[src/rtl/padcfg_pkg.sv]
package padcfg_pkg;
  localparam int OFF_SEL_LO  = 'h070;
  localparam int OFF_SEL_HI  = 'h074;
  localparam int OFF_FLT_CLR = 'h080;
  localparam int OFF_FLT_SET = 'h084;
  localparam int OFF_FLT_STS = 'h088;
  localparam int OFF_DIV     = 'h08C;
  localparam int OFF_PD_CLR  = 'h090;
  localparam int OFF_PD_SET  = 'h094;
  localparam int OFF_PD_STS  = 'h098;
  localparam int OFF_OW_SET  = 'h0A0;
  localparam int OFF_OW_CLR  = 'h0A4;
  localparam int OFF_OW_STS  = 'h0A8;
  localparam int OFF_SCHMITT = 'h100;

  typedef enum logic [1:0] {
    FN_A = 2'b00,
    FN_B = 2'b01,
    FN_C = 2'b10,
    FN_D = 2'b11
  } pin_fn_e;
endpackage

[src/rtl/padcfg_w1sc.sv]
module padcfg_w1sc #(
  parameter int W = 32
) (
  input  logic         clk,
  input  logic         rst,
  input  logic         set_we,
  input  logic         clr_we,
  input  logic [W-1:0] wdata,
  output logic [W-1:0] stat
);
  logic [W-1:0] set_m, clr_m;

  always_comb begin
    set_m = set_we ? wdata : '0;
    clr_m = clr_we ? wdata : '0;
  end

  always_ff @(posedge clk) begin
    if (rst) stat <= '0;
    else     stat <= (stat | set_m) & ~clr_m;
  end

  // written ones land in status on the next edge
  a_r3_set_lands: assert property (@(posedge clk) disable iff (rst)
    set_we |=> ((stat & $past(wdata)) == $past(wdata)));
  a_r3_clr_lands: assert property (@(posedge clk) disable iff (rst)
    clr_we |=> ((stat & $past(wdata)) == '0));
  // zero bits of the write data leave status bits alone
  a_r7_zero_keeps: assert property (@(posedge clk) disable iff (rst)
    (set_we || clr_we) |=> ((stat & ~$past(wdata)) == ($past(stat) & ~$past(wdata))));
  a_r7_idle_stable: assert property (@(posedge clk) disable iff (rst)
    (!set_we && !clr_we) |=> $stable(stat));
endmodule

[src/rtl/padcfg_rwreg.sv]
module padcfg_rwreg #(
  parameter int W  = 32,
  parameter int DW = 32
) (
  input  logic          clk,
  input  logic          rst,
  input  logic          we,
  input  logic [DW-1:0] wdata,
  output logic [W-1:0]  q
);
  always_ff @(posedge clk) begin
    if (rst)     q <= '0;
    else if (we) q <= wdata[W-1:0];
  end

  a_r11_hold: assert property (@(posedge clk) disable iff (rst)
    !we |=> $stable(q));
endmodule

[src/rtl/padcfg_fsel.sv]
module padcfg_fsel
  import padcfg_pkg::*;
#(
  parameter int PINS = 32
) (
  input  logic [PINS-1:0]   sel_lo,
  input  logic [PINS-1:0]   sel_hi,
  output logic [2*PINS-1:0] func_sel
);
  for (genvar n = 0; n < PINS; n++) begin : g_pin
    pin_fn_e fn;
    assign fn = pin_fn_e'({sel_hi[n], sel_lo[n]});
    assign func_sel[2*n +: 2] = fn;
  end
endmodule

[src/rtl/gpio_padcfg_bank.sv]
module gpio_padcfg_bank
  import padcfg_pkg::*;
#(
  parameter int PINS   = 32,
  parameter int DW     = 32,
  parameter int DIV_W  = 14,
  parameter int WINDOW = 'h200
) (
  input  logic                       clk,
  input  logic                       rst,
  input  logic [$clog2(WINDOW)-1:0]  i_addr,
  input  logic                       i_we,
  input  logic [DW-1:0]              i_wdata,
  output logic [DW-1:0]              o_rdata,
  output logic [2*PINS-1:0]          o_func_sel,
  output logic [PINS-1:0]            o_pd_en,
  output logic [PINS-1:0]            o_dbnc_sel,
  output logic [DIV_W-1:0]           o_div,
  output logic [PINS-1:0]            o_st_en,
  output logic [PINS-1:0]            o_ow_en
);
  localparam int AW = $clog2(WINDOW);

  logic hit_sel_lo, hit_sel_hi, hit_div, hit_sch;
  logic hit_flt_set, hit_flt_clr, hit_flt_sts;
  logic hit_pd_set, hit_pd_clr, hit_pd_sts;
  logic hit_ow_set, hit_ow_clr, hit_ow_sts;
  logic readable;

  always_comb begin
    hit_sel_lo  = (i_addr == AW'(OFF_SEL_LO));
    hit_sel_hi  = (i_addr == AW'(OFF_SEL_HI));
    hit_div     = (i_addr == AW'(OFF_DIV));
    hit_sch     = (i_addr == AW'(OFF_SCHMITT));
    hit_flt_set = (i_addr == AW'(OFF_FLT_SET));
    hit_flt_clr = (i_addr == AW'(OFF_FLT_CLR));
    hit_flt_sts = (i_addr == AW'(OFF_FLT_STS));
    hit_pd_set  = (i_addr == AW'(OFF_PD_SET));
    hit_pd_clr  = (i_addr == AW'(OFF_PD_CLR));
    hit_pd_sts  = (i_addr == AW'(OFF_PD_STS));
    hit_ow_set  = (i_addr == AW'(OFF_OW_SET));
    hit_ow_clr  = (i_addr == AW'(OFF_OW_CLR));
    hit_ow_sts  = (i_addr == AW'(OFF_OW_STS));
    readable    = hit_sel_lo | hit_sel_hi | hit_div | hit_sch |
                  hit_flt_sts | hit_pd_sts | hit_ow_sts;
  end

  logic [PINS-1:0]  sel_lo_q, sel_hi_q, sch_q, flt_q, pd_q, ow_q;
  logic [DIV_W-1:0] div_q;

  padcfg_rwreg #(.W(PINS),  .DW(DW)) u_sel_lo (.clk(clk), .rst(rst), .we(i_we & hit_sel_lo), .wdata(i_wdata), .q(sel_lo_q));
  padcfg_rwreg #(.W(PINS),  .DW(DW)) u_sel_hi (.clk(clk), .rst(rst), .we(i_we & hit_sel_hi), .wdata(i_wdata), .q(sel_hi_q));
  padcfg_rwreg #(.W(DIV_W), .DW(DW)) u_div    (.clk(clk), .rst(rst), .we(i_we & hit_div),    .wdata(i_wdata), .q(div_q));
  padcfg_rwreg #(.W(PINS),  .DW(DW)) u_sch    (.clk(clk), .rst(rst), .we(i_we & hit_sch),    .wdata(i_wdata), .q(sch_q));

  padcfg_w1sc #(.W(PINS)) u_flt (.clk(clk), .rst(rst), .set_we(i_we & hit_flt_set),
    .clr_we(i_we & hit_flt_clr), .wdata(i_wdata[PINS-1:0]), .stat(flt_q));
  padcfg_w1sc #(.W(PINS)) u_pd  (.clk(clk), .rst(rst), .set_we(i_we & hit_pd_set),
    .clr_we(i_we & hit_pd_clr), .wdata(i_wdata[PINS-1:0]), .stat(pd_q));
  padcfg_w1sc #(.W(PINS)) u_ow  (.clk(clk), .rst(rst), .set_we(i_we & hit_ow_set),
    .clr_we(i_we & hit_ow_clr), .wdata(i_wdata[PINS-1:0]), .stat(ow_q));

  padcfg_fsel #(.PINS(PINS)) u_fsel (.sel_lo(sel_lo_q), .sel_hi(sel_hi_q), .func_sel(o_func_sel));

  assign o_pd_en    = pd_q;
  assign o_dbnc_sel = flt_q;
  assign o_div      = div_q;
  assign o_st_en    = ~sch_q;
  assign o_ow_en    = ow_q;

  logic [DW-1:0] rd_next;
  always_comb begin
    rd_next = '0;
    if      (hit_sel_lo)  rd_next = DW'(sel_lo_q);
    else if (hit_sel_hi)  rd_next = DW'(sel_hi_q);
    else if (hit_div)     rd_next = DW'(div_q);
    else if (hit_sch)     rd_next = DW'(sch_q);
    else if (hit_flt_sts) rd_next = DW'(flt_q);
    else if (hit_pd_sts)  rd_next = DW'(pd_q);
    else if (hit_ow_sts)  rd_next = DW'(ow_q);
  end

  always_ff @(posedge clk) begin
    if (rst) o_rdata <= '0;
    else     o_rdata <= rd_next;
  end

  // unmapped or write-only addresses read zero
  a_r9_unmapped_zero: assert property (@(posedge clk) disable iff (rst)
    !readable |=> (o_rdata == '0));
  // no bits above the divider width ever come back
  a_r4_div_upper_zero: assert property (@(posedge clk) disable iff (rst)
    hit_div |=> (o_rdata[DW-1:DIV_W] == '0));
  // Schmitt enable is the inverse of the written word
  a_r8_schmitt_inv: assert property (@(posedge clk) disable iff (rst)
    (i_we && hit_sch) |=> (o_st_en == ~$past(i_wdata[PINS-1:0])));
  // status addresses ignore writes
  a_r10_sts_ro: assert property (@(posedge clk) disable iff (rst)
    (i_we && (hit_flt_sts || hit_pd_sts || hit_ow_sts)) |=>
      ($stable(o_dbnc_sel) && $stable(o_pd_en) && $stable(o_ow_en)));
endmodule

[config.mk]
export PLATFORM = sky130hd
export DESIGN_NAME = gpio_padcfg_bank
export DESIGN_NICKNAME = d
export VERILOG_FILES = /design/src/rtl/padcfg_pkg.sv /design/src/rtl/padcfg_w1sc.sv /design/src/rtl/padcfg_rwreg.sv /design/src/rtl/padcfg_fsel.sv /design/src/rtl/gpio_padcfg_bank.sv
export SDC_FILE = /design/constraint.sdc
export NUM_CORES = 1
export LEC_CHECK = 0
export BUFFER_PORTS_ARGS = -buffer_cell sky130_fd_sc_hd__buf_2
export CORE_AREA = 2 2 175 177
export DETAILED_ROUTE_END_ITERATION = 12
export DIE_AREA = 0 0 177 179
export PLACE_DENSITY_LB_ADDON = 0.2
export SYNTH_ARGS = -nofsm -noshare
export SYNTH_HDL_FRONTEND = slang
export SYNTH_SLANG_ARGS = --single-unit
[constraint.sdc]
create_clock -name clk -period 2.9 [get_ports clk]
set_clock_uncertainty 0.05 [all_clocks]
set_input_delay 0.725 -clock clk [delete_from_list [all_inputs] [get_ports clk]]
set_output_delay 0.725 -clock clk [all_outputs]
set_load 0.05 [all_outputs]
==> flow_metrics.py <==
metrics = {
    "synthesis": {
        "ys_seq_elements": 238,
        "synth_warnings": 0,
        "yosysUniqueCellTypes": 53,
        "synth_compound_area_share_pct": 24.9,
        "synthAdderAreaFrac_pct": 0,
        "synth_ff_type": "dfxtp_1",
        "synth_edf_count": 0,
        "synthCells": 1269,
        "synthMuxAreaShare_pct": 2.06,
        "synth_top_family_by_area": "compound AO/OA/AOI/OAI gates",
        "syn_nets": 1313,
        "syn-cell-area_um2": 10300,
        "avgSynthCellArea_um2": 8.09,
        "yosys.area_share.xor_xnor_pct": 0,
        "async_flop_share_pct": 0,
        "ys_seq_area_share_pct": 46.4,
        "synth-simple-area-share_pct": 18.4,
    },
    "worst_setup_path": {
        "path_max_fanout": 10,
        "crit_family": "compound AO/OA/AOI/OAI gates",
        "cp.arrival_ps": 2420,
        "critPathLaunchType": "primary input",
        "crit_path_cell_trace": "buf_2 -> buf_4 -> nor3b_1 -> a32oi_1 -> o311ai_0",
        "cp-end-kind": "flip-flop",
        "r2r_slack_ps": 1370,
        "cp_slowest_cell": "nor3b_1",
        "path_buf_inv": 2,
        "critical_path_class": "primary input to flip-flop",
        "cpPeakStageDelay_ps": 570,
        "r2r-end": "o_rdata[2]",
        "critPathRequiredTime_ps": 3210,
        "worstRegToRegCells": 4,
        "reg2reg_from": "u_ow.stat[2]",
    },
    "global_routing": {
        "overflow": 0,
        "grt_pass1_vias": 9240,
        "grt_pass1_wl_um": 59100,
        "grt_max_degree": 88,
        "track_usage_pct": 24.3,
        "antenna_found_initial": 2,
    },
    "finish": {
        "finalNonFillerCells": 1897,
        "post-route-util_pct": 42.8,
        "final_nets": 1526,
        "synthToLayoutAreaGrowth_pct": 25.2,
        "layout-drive-gt1-share_pct": 25.5,
        "layout_common_cells": "280 x buf_2, 238 x dfxtp_1, 209 x nand2_1",
        "final_common_cell": "buf_2",
    },
    "worst_hold_path": {
        "hp-start": "u_sch.q[28]",
        "min_path_cells": 2,
        "min_delay_worst_endpoint": "u_sch.q[28]",
        "hold_path_class": "flip-flop to flip-flop",
    },
    "floorplan": {
        "io-pin-count": 282,
        "dieArea_um2": 31700,
        "core_um2": 30000,
        "die_height_um": 179,
        "num_rows": 64,
        "initial_core_util_pct": 34.2,
        "die_x_um": 177,
    },
    "sta": {
        "fmax_ghz": 0.473,
        "hold_viol_final": 0,
        "fin_tns_setup_ps": 0,
        "max-slew-margin-rel_pct": 50.3,
        "finalMaxSlewViolations": 0,
        "tightest_slew_ps": 737,
        "rsz0062_at_grt": "no",
        "setup_viol": 0,
        "hold_ws_ps": 405,
        "fin_crit_ps": 2110,
        "period_share_pct": 72.8,
    },
    "drt": {
        "viasPerCell": 5.37,
        "wl_per_cell_um": 21.1,
        "first_pass_iters": 7,
        "routed_wirelength_um": 40000,
        "drc_errors": 0,
        "ant_nets": 0,
        "vias": 10200,
        "drtIter0Drc": 941,
    },
    "power_and_ir_drop": {
        "p_leak_nw": 4.88,
        "ir_worst_vdd_mv": 0.377,
        "powerDensity_nw_per_um2": 542,
    },
    "placed_design": {
        "gp_congestion": 0.892,
        "io_buffers": 281,
        "dpl.hpwl_um": 28000,
        "dp_cells": 1850,
    },
    "clock_network": {
        "clkSinkCount": 238,
        "cts_hold_buf": 0,
        "post_cts_buffers": 0,
        "clock_latency_ps": 530,
        "cts_root_buf": "clkbuf_16",
        "cts_buffer_depth": 3,
        "clk_pin_slew_ps": 60,
        "postCtsResizedCells": 0,
        "numCtsBuffers": 26,
        "htree_levels": 1,
        "cts_tree": "built",
    },
    "flow_run": {
        "cap_violations": 0,
    },
    "outcome": {
        "status": "finished clean",
    },
}
-- kinds of logic after synthesis --
group,Yosys count
muxes,21
and+or+nand+nor,402
AOI/OAI and AO/OA,415
buffers and inverters,193
DFF,238
-- sequential cells by signal (all words and copies together) (netlist names) --
register	flops
u_flt.stat	32
u_sch.q	32
u_pd.stat	32
u_sel_lo.q	32
u_sel_hi.q	32
o_rdata	32
u_ow.stat	32
u_div.q	14
-- power breakdown --
| part | switching (mW) | internal, mW | total [mW] |
|---|---|---|---|
| combinational | 0.264 | 0.0774 | 0.341 |
| clock | 1.34 | 2.00 | 3.35 |
| sequential | 0.00164 | 3.27 | 3.27 |
| total | 1.61 | 5.35 | 6.96 |
-- worst max path at each step --
| stage | from | endpoint | slack, ps | depth (start not counted) |
|---|---|---|---|---|
| floorplan | i_addr[4] | u_div.q[7] | 580 | 8 |
| global placement | i_addr[4] | o_rdata[14] | 340 | 6 |
| detailed placement | i_addr[4] | o_rdata[14] | 350 | 6 |
| CTS | u_flt.stat[13] | o_dbnc_sel[13] | 870 | 1 |
| global route | i_addr[6] | o_rdata[3] | 710 | 6 |
| finish | i_addr[7] | o_rdata[4] | 790 | 5 |
-- through the flow --
stage	worst slack (ps)	area [um^2]	power (mW)
4_1_cts	873	12800	7.02
2_1_floorplan	578	10300	3.55
3_5_place_dp	346	12000	3.68
5_1_grt	706	12800	7.20
3_3_place_gp	341	12000	3.68
6_report	788	12800	6.96
-- routing by layer --
| metal | up-vias | global-route usage, % | part of all wire, % |
|---|---|---|---|
| met1 | 4794 | 36.2 | 46 |
| met2 | 437 | 35.0 | 42 |
| met3 | 46 | 6.17 | 9.9 |
| met4 | 0 | 5.13 | 1.8 |
| met5 | - | 0 | 0 |
| li1 | 4907 | - | - |
-- final cells by class --
type | count | area [um^2]
fillers | 3100 | 17200
inverters | 47 | 176
repair buffers | 331 | 1880
clock buffers | 40 | 815
flip-flops and latches | 238 | 4760
diodes | 2 | 5.00
well taps | 396 | 495
clock inverters | 5 | 50.0
multi-input cells | 838 | 4660
-- tightest hold or removal path, cell delays in order (launching register included) --
cell,delay [ps]
dfxtp_1,310
nand2_1,50
a21oi_1,50
-- synth_stat cells, types with 13 or more instances --
library cell | n | share of area, %
a211oi_1 | 98 | 7.2
inv_1 | 47 | 1.7
nor2_1 | 47 | 1.7
o21ai_0 | 43 | 2.1
a311oi_1 | 23 | 2.0
mux2i_1 | 20 | 2.0
nand2b_1 | 13 | 0.79
nand3_1 | 47 | 2.3
nand2_1 | 209 | 7.6
a21oi_1 | 207 | 10
and2_1 | 18 | 1.1
buf_2 | 65 | 3.2
dfxtp_1 | 238 | 46
nor3_1 | 24 | 1.2
clkbuf_1 | 76 | 2.8
(Power assumes the default switching activity.)
